File: config.mk
export PLATFORM = sky130hd
export DESIGN_NAME = tstamp_capture_unit
export DESIGN_NICKNAME = d
export VERILOG_FILES = /design/src/rtl/tsc_pkg.sv /design/src/rtl/tsc_channel.sv /design/src/rtl/tsc_regfile.sv /design/src/rtl/tstamp_capture_unit.sv
export SDC_FILE = /design/constraint.sdc
export NUM_CORES = 1
export LEC_CHECK = 0
export ABC_CLOCK_PERIOD_IN_PS = 1700
export BUFFER_PORTS_ARGS = -buffer_cell sky130_fd_sc_hd__buf_2
export CELL_PAD_IN_SITES_DETAIL_PLACEMENT = 1
export CELL_PAD_IN_SITES_GLOBAL_PLACEMENT = 2
export CORE_MARGIN = 1.5
export CORE_UTILIZATION = 33
export CTS_BUF_LIST = sky130_fd_sc_hd__clkbuf_4 sky130_fd_sc_hd__clkbuf_8
export DETAILED_ROUTE_END_ITERATION = 8
export GPL_TIMING_DRIVEN = 0
export PLACE_DENSITY_LB_ADDON = 0.1
export SLEW_MARGIN = 20
export SYNTH_ARGS = -nofsm -noshare
export SYNTH_HDL_FRONTEND = slang
export SYNTH_HIERARCHICAL = 1
export SYNTH_SLANG_ARGS = --single-unit
File: constraint.sdc
create_clock -name clk -period 1.7 [get_ports clk]
set_input_delay 0.17 -clock clk [delete_from_list [all_inputs] [get_ports clk]]
set_output_delay 0.17 -clock clk [all_outputs]
set_load 0.01 [all_outputs]
File: src/rtl/tsc_pkg.sv
package tsc_pkg;
  localparam int unsigned ADDR_W = 3;
  localparam int unsigned NUM_CH = 2;
  localparam int unsigned CH_TX  = 0;
  localparam int unsigned CH_RX  = 1;

  typedef enum logic [ADDR_W-1:0] {
    A_CTRL  = 3'd0,
    A_PEND  = 3'd1,
    A_TX_LO = 3'd2,
    A_TX_HI = 3'd3,
    A_RX_LO = 3'd4,
    A_RX_HI = 3'd5
  } reg_addr_e;
endpackage

File: src/rtl/tsc_channel.sv
module tsc_channel #(
  parameter int unsigned TIME_W = 64
) (
  input  logic              clk,
  input  logic              rst_n,
  input  logic              en,
  input  logic              evt,
  input  logic              release_i,
  input  logic [TIME_W-1:0] time_now,
  output logic [TIME_W-1:0] stamp,
  output logic              held,
  output logic              captured
);
  assign captured = en && evt && !held;

  always_ff @(posedge clk or negedge rst_n) begin
    if (!rst_n) begin
      stamp <= '0;
      held  <= 1'b0;
    end else if (captured) begin
      stamp <= time_now;
      held  <= 1'b1;
    end else if (release_i) begin
      held  <= 1'b0;
    end
  end

  assert_hold_R3: assert property (@(posedge clk) disable iff (!rst_n)
    held && !release_i |=> held && $stable(stamp));
  assert_release_R4: assert property (@(posedge clk) disable iff (!rst_n)
    held && release_i |=> !held);
  assert_no_capture_disabled_R5: assert property (@(posedge clk) disable iff (!rst_n)
    !en && !held |=> !held);
  assert_capture_value_R2: assert property (@(posedge clk) disable iff (!rst_n)
    en && evt && !held |=> held && stamp == $past(time_now));
endmodule

File: src/rtl/tsc_regfile.sv
module tsc_regfile
  import tsc_pkg::*;
#(
  parameter int unsigned WORD_W = 32,
  localparam int unsigned TIME_W = 2 * WORD_W
) (
  input  logic              clk,
  input  logic              rst_n,
  input  logic [ADDR_W-1:0] reg_addr,
  input  logic              reg_wr,
  input  logic [WORD_W-1:0] reg_wdata,
  input  logic              reg_rd,
  input  logic [TIME_W-1:0] stamp [NUM_CH],
  input  logic [NUM_CH-1:0] held,
  input  logic              tx_captured,
  output logic [NUM_CH-1:0] en,
  output logic [NUM_CH-1:0] release_o,
  output logic [WORD_W-1:0] reg_rdata,
  output logic              irq
);
  logic mask_q, pend_q;
  logic wr_ctrl, clr_pend;

  assign wr_ctrl  = reg_wr && (reg_addr == A_CTRL);
  assign clr_pend = reg_wr && (reg_addr == A_PEND) && reg_wdata[0];

  always_ff @(posedge clk or negedge rst_n) begin
    if (!rst_n) begin
      en     <= '0;
      mask_q <= 1'b0;
      pend_q <= 1'b0;
    end else begin
      if (wr_ctrl) begin
        en     <= reg_wdata[NUM_CH-1:0];
        mask_q <= reg_wdata[4];
      end
      if (tx_captured)   pend_q <= 1'b1;
      else if (clr_pend) pend_q <= 1'b0;
    end
  end

  assign release_o[CH_TX] = reg_rd && (reg_addr == A_TX_HI);
  assign release_o[CH_RX] = reg_rd && (reg_addr == A_RX_HI);
  assign irq = pend_q && mask_q;

  always_comb begin
    reg_rdata = '0;
    case (reg_addr)
      A_CTRL:  begin
        reg_rdata[NUM_CH-1:0]      = en;
        reg_rdata[2*NUM_CH-1:NUM_CH] = held;
        reg_rdata[4]               = mask_q;
      end
      A_PEND:  reg_rdata[0] = pend_q;
      A_TX_LO: reg_rdata = stamp[CH_TX][WORD_W-1:0];
      A_TX_HI: reg_rdata = stamp[CH_TX][TIME_W-1:WORD_W];
      A_RX_LO: reg_rdata = stamp[CH_RX][WORD_W-1:0];
      A_RX_HI: reg_rdata = stamp[CH_RX][TIME_W-1:WORD_W];
      default: reg_rdata = '0;
    endcase
  end

  assert_irq_gated_R8: assert property (@(posedge clk) disable iff (!rst_n)
    irq |-> mask_q);
  assert_pend_set_R8: assert property (@(posedge clk) disable iff (!rst_n)
    tx_captured |=> pend_q);
endmodule

File: src/rtl/tstamp_capture_unit.sv
module tstamp_capture_unit
  import tsc_pkg::*;
#(
  parameter int unsigned WORD_W = 32,
  localparam int unsigned TIME_W = 2 * WORD_W
) (
  input  logic              clk,
  input  logic              rst_n,
  input  logic [TIME_W-1:0] time_now,
  input  logic              tx_event,
  input  logic              rx_event,
  input  logic [ADDR_W-1:0] reg_addr,
  input  logic              reg_wr,
  input  logic [WORD_W-1:0] reg_wdata,
  input  logic              reg_rd,
  output logic [WORD_W-1:0] reg_rdata,
  output logic              irq
);
  logic [TIME_W-1:0] stamp [NUM_CH];
  logic [NUM_CH-1:0] held, en, rel, cap, evt;

  assign evt[CH_TX] = tx_event;
  assign evt[CH_RX] = rx_event;

  for (genvar c = 0; c < NUM_CH; c++) begin : g_ch
    tsc_channel #(.TIME_W(TIME_W)) u_ch (
      .clk      (clk),
      .rst_n    (rst_n),
      .en       (en[c]),
      .evt      (evt[c]),
      .release_i(rel[c]),
      .time_now (time_now),
      .stamp    (stamp[c]),
      .held     (held[c]),
      .captured (cap[c])
    );
  end

  tsc_regfile #(.WORD_W(WORD_W)) u_regs (
    .clk        (clk),
    .rst_n      (rst_n),
    .reg_addr   (reg_addr),
    .reg_wr     (reg_wr),
    .reg_wdata  (reg_wdata),
    .reg_rd     (reg_rd),
    .stamp      (stamp),
    .held       (held),
    .tx_captured(cap[CH_TX]),
    .en         (en),
    .release_o  (rel),
    .reg_rdata  (reg_rdata),
    .irq        (irq)
  );

  assert_single_event_R9: assert property (@(posedge clk) disable iff (!rst_n)
    rel[CH_RX] && held[CH_RX] |=> !held[CH_RX]);
endmodule

Word-level counts from Yosys, hierarchy flattened
Cells that the tools add are included.
{"block": "totals", "regBits": 134, "input_bits": 105}
{"block": "classes", "n_reduce_logical": 16, "eq_ne": 5, "muxes": 9}
{"op": "27-bit one-hot mux with 4 select lines", "count": 1}
{"op": "4-bit one-hot mux with 5 select lines", "count": 1}
{"op": "1-bit logical AND", "count": 10}
{"op": "3-bit by 2-bit equality test with 1-bit output (second input constant)", "count": 2}
{"op": "3-bit equality test (second input constant)", "count": 2}
{"op": "1-bit 2-to-1 mux", "count": 6}
{"op": "1-bit one-hot mux with 6 select lines", "count": 1}
{"op": "2-bit nonzero test", "count": 3}
{"op": "3-bit by 1-bit equality test with 1-bit output (second input constant)", "count": 1}
{"op": "3-bit logical NOT", "count": 1}
{"op": "1-bit logical NOT", "count": 2}

Longest topological paths before layout
{"block": "logic_depth", "depth_word": 5, "ltp_mapped": 6, "ltp_nobuf": 3}

By module
The synthesis kept the hierarchy.
{"mod": "tsc_channel", "instances": 2, "area_each_um2": 2588.7, "cells_per_inst": 140}
{"mod": "tsc_regfile", "instances": 1, "area_each_um2": 1253.7, "cells_per_inst": 144}

Least setup slack after synthesis
No wires, ideal clock.
{"block": "synth_timing", "kind": "register to output", "startpoint": "reg u_regs.en[1]", "endpoint": "out reg_rdata[1]", "stages_incl_launch_ff": 4, "arrival_time_ns": 1.089, "slack_ns": 0.441, "n_path_buf": 0, "required_time_ns": 1.530, "cell_sequence": "dfrtp_1 or3b_2 a21oi_1 a221o_2"}
{"block": "synth_via", "elab_chain_cells": 1}
{"element": "from (decl)", "line": "tsc_regfile.sv:16", "source": "output logic [NUM_CH-1:0] en,"}
{"element": "from (signal assigned)", "line": "tsc_regfile.sv:34", "source": "en <= reg_wdata[NUM_CH-1:0];"}
{"element": "4-bit one-hot mux with 5 select lines", "line": "tsc_regfile.sv:48", "source": "case (reg_addr)"}
{"element": "to (decl)", "line": "tstamp_capture_unit.sv:16", "source": "output logic [WORD_W-1:0] reg_rdata,"}
No other way between the ends.

Worst setup path after layout
{"block": "layout_timing", "startpoint": "reg g_ch[1].u_ch.held", "endpoint": "out reg_rdata[3]"}
{"block": "layout_via", "elab_chain_cells": 1}
{"element": "from (decl)", "line": "tsc_channel.sv:11", "source": "output logic held,"}
{"element": "from (signal assigned)", "line": "tsc_channel.sv:19", "source": "held <= 1'b0;"}
{"element": "from (signal assigned)", "line": "tsc_channel.sv:22", "source": "held <= 1'b1;"}
{"element": "from (signal assigned)", "line": "tsc_channel.sv:24", "source": "held <= 1'b0;"}
{"element": "4-bit one-hot mux with 5 select lines", "line": "tsc_regfile.sv:48"}
No other way between the ends.

==> flow_metrics.env <==
export IMPL_clockBufferDepth=2
export IMPL_p_comb_share_pct=34.2
export IMPL_critical_path_arrival_ns=1.61
export IMPL_area_growth_pct=33.9
export IMPL_clock_latency_ns=0.45
export IMPL_period_needed_ns=1.78
export IMPL_drtIter0Drc=71
export IMPL_die_area_um2=20300
export IMPL_grt_overflow=0
export IMPL_synth_area_um2=6430
export IMPL_fp_dieH_um=143
export IMPL_n_fill_cell=1975
export IMPL_seqPwrFrac_pct=43.2
export IMPL_finalCritPeriodShare_pct=105
export IMPL_htree_num_levels=4
export IMPL_hold_path_end="g_ch[1].u_ch/held"
export IMPL_hold_violations=0
export IMPL_p_leak_nw=4.26
export IMPL_worstMarginPinSlew_ns=0.561
export IMPL_drtPass1Iterations=4
export IMPL_cts_root_buf="clkbuf_8"
export IMPL_report_final_slew_viol_count=0
export IMPL_yosysWarnings=6
export IMPL_nets=733
export IMPL_synth_nets=528
export IMPL_antenna_found_initial=1
export IMPL_via_count=4236
export IMPL_max_stage_delay_ns=0.40
export IMPL_fmax_mhz=562
export IMPL_hold_path_class="input pin to register"
export IMPL_crit_fanout=2
export IMPL_routed_wl_um=17200
export IMPL_post_route_util_pct=45.6
export IMPL_initial_core_util_pct=34.0
export IMPL_cts_tree="done"
export IMPL_layout_setup_ws_ns=-0.0794
export IMPL_p_int_mw=9.48
export IMPL_crit_chain="mux2_4, a221oi_4, a21oi_2, buf_2"
export IMPL_switchingPower_mw=3.72
export IMPL_relSlewSlack_pct=62.6
export IMPL_syn_area_per_cell_um2=15.2
export IMPL_status="complete, but fails checks"
export IMPL_worstSetupEndpointType="output port"
export IMPL_first_global_vias=4902
export IMPL_grt_max_degree=79
export IMPL_reg2reg_depth=6
export IMPL_grt_pass1_wl_um=27000
export IMPL_critPathLaunchType="register"
export IMPL_rsz0062_at_grt="yes"
export IMPL_ioPinCount=138
export IMPL_cp_slowest_cell="dfrtp_1"
export IMPL_setup_viol=4
export IMPL_coreArea_um2=18900
export IMPL_hold_start="reg_rd"
export IMPL_fin_worst_skew_ns=0.0174
export IMPL_drc=0
export IMPL_clock_sinks=134
export IMPL_clk_pin_slew_worst_paths_ns=0.08
export IMPL_die_w_um=143
export IMPL_ff2ff_setup_slack_ns=0.13
export IMPL_rr_endpoint="g_ch[0].u_ch/stamp[31]"
export IMPL_worstHoldPathCells=4
export IMPL_powerDensity_nw_per_um2=1530
export IMPL_p_clk_share_pct=22.7
export IMPL_dp_hpwl_um=11100
export IMPL_track_usage_pct=18.0
export IMPL_r2r_start="g_ch[0].u_ch/held"
export IMPL_crit_required_ns=1.53
export IMPL_netSwitchingFraction_pct=28.2
export IMPL_cts_buffers=17
export IMPL_drive_gt1_share_pct=51.0
export IMPL_gp_congestion=0.710
export IMPL_syn_inst=423
export IMPL_wire_per_inst_um=19.0
export IMPL_core_rowCount=50
export IMPL_critPathKind="register to output port"
export IMPL_drtAntennaViolNets=0
export IMPL_viasPerCell=4.70
export IMPL_vdd_drop_max_mv=0.812
export IMPL_max_cap_viol_count=0
export IMPL_hold_ws_ns=0.0685
export IMPL_io_buffers=107
export IMPL_violations="setup timing"
## power groups by stage
| stage | clock (mW) | combinational [mW] | sequential, mW |
|---|---|---|---|
| after global routing | 3.21 | 4.88 | 5.92 |
| after CTS | 3.09 | 4.55 | 5.71 |
| final | 2.99 | 4.51 | 5.70 |
| after floorplan | 0 | 3.33 | 5.42 |
| after global placement | 0 | 4.05 | 5.69 |
| after detailed placement | 0 | 4.19 | 5.75 |
## worst max-delay path: cells and delay by family (launching register included)
kind | cells | cell delay, ns
muxes | 1 | 0.29
DFF | 1 | 0.40
AOI/OAI and AO/OA | 2 | 0.33
buffers and inverters | 1 | 0.14
## registers in the layout, summed over array words and instances, names as in the netlist
register,flops
g_ch.u_ch/held,2
u_regs/pend_q,1
u_regs/en,2
u_regs/mask_q,1
g_ch.u_ch/stamp,128
## layer usage
| metal | vias up | track usage (%) | wire [um] |
|---|---|---|---|
| li1 | 1964 | - | - |
| met1 | 2189 | 22.2 | 7790 |
| met2 | 66 | 31.2 | 8680 |
| met3 | 17 | 3.67 | 477 |
| met4 | 0 | 5.97 | 209 |
| met5 | - | 0 | 0 |
## placed cells by master, fill, tap and decap left out, types with 3 or more instances in the layout
master	count
a21oi_2	4
buf_2	111
buf_4	16
buf_6	16
bufinv_16	4
clkbuf_8	20
clkinv_2	4
dfrtp_1	134
dlygate4sd3_1	68
inv_1	4
mux2_2	55
mux2_4	80
mux2i_1	54
nand2b_1	3
nand3_1	3
nor2_1	4
o22ai_1	26
## worst max-delay path by stage
stage | start | to | slack (ns)
5_1_grt | g_ch[1].u_ch/held | reg_rdata[3] | -0.16
2_1_floorplan | u_regs/en[1] | reg_rdata[1] | 0.44
6_report | g_ch[1].u_ch/held | reg_rdata[3] | -0.08
3_3_place_gp | rst_n | g_ch[1].u_ch/stamp[14] | -1.46
4_1_cts | g_ch[1].u_ch/held | reg_rdata[3] | -0.13
3_5_place_dp | reg_addr[1] | reg_rdata[11] | -0.13
## layout make-up
cell class | instances | area (um2) | share of cell area (%)
Sequential cell | 134 | 3350 | 39.0
Multi-Input combinational cell | 254 | 2860 | 33.2
Timing Repair Buffer | 186 | 1340 | 15.6
Tap cell | 260 | 325 | 3.78
Clock buffer | 20 | 275 | 3.20
Buffer | 31 | 262 | 3.04
Clock inverter | 12 | 173 | 2.01
Inverter | 4 | 15.0 | 0.174
Antenna cell | 1 | 2.50 | 0.0291
## per-stage QoR
stage	instance area, um2	std cells	total power [mW]	setup slack, ns	TNS (ns)
6_report	8610	902	13.2	-0.0794	-0.200
3_5_place_dp	7330	791	9.95	-0.131	-1.47
2_1_floorplan	6430	423	8.75	0.441	0
4_1_cts	8580	899	13.3	-0.129	-0.321
3_3_place_gp	7290	790	9.74	-1.46	-195.59
5_1_grt	8600	901	14.0	-0.159	-0.441
## timing repair
item                                    4_1_cts  5_1_grt
pin swaps                                     4        4
hold buffers                                 68        0
gates resized for setup                      16        3
endpoints found under the setup margin       24       12
buffers inserted                              8        2
hold endpoints to repair                    187        0
No activity file was read; power rests on OpenSTA's default activity.
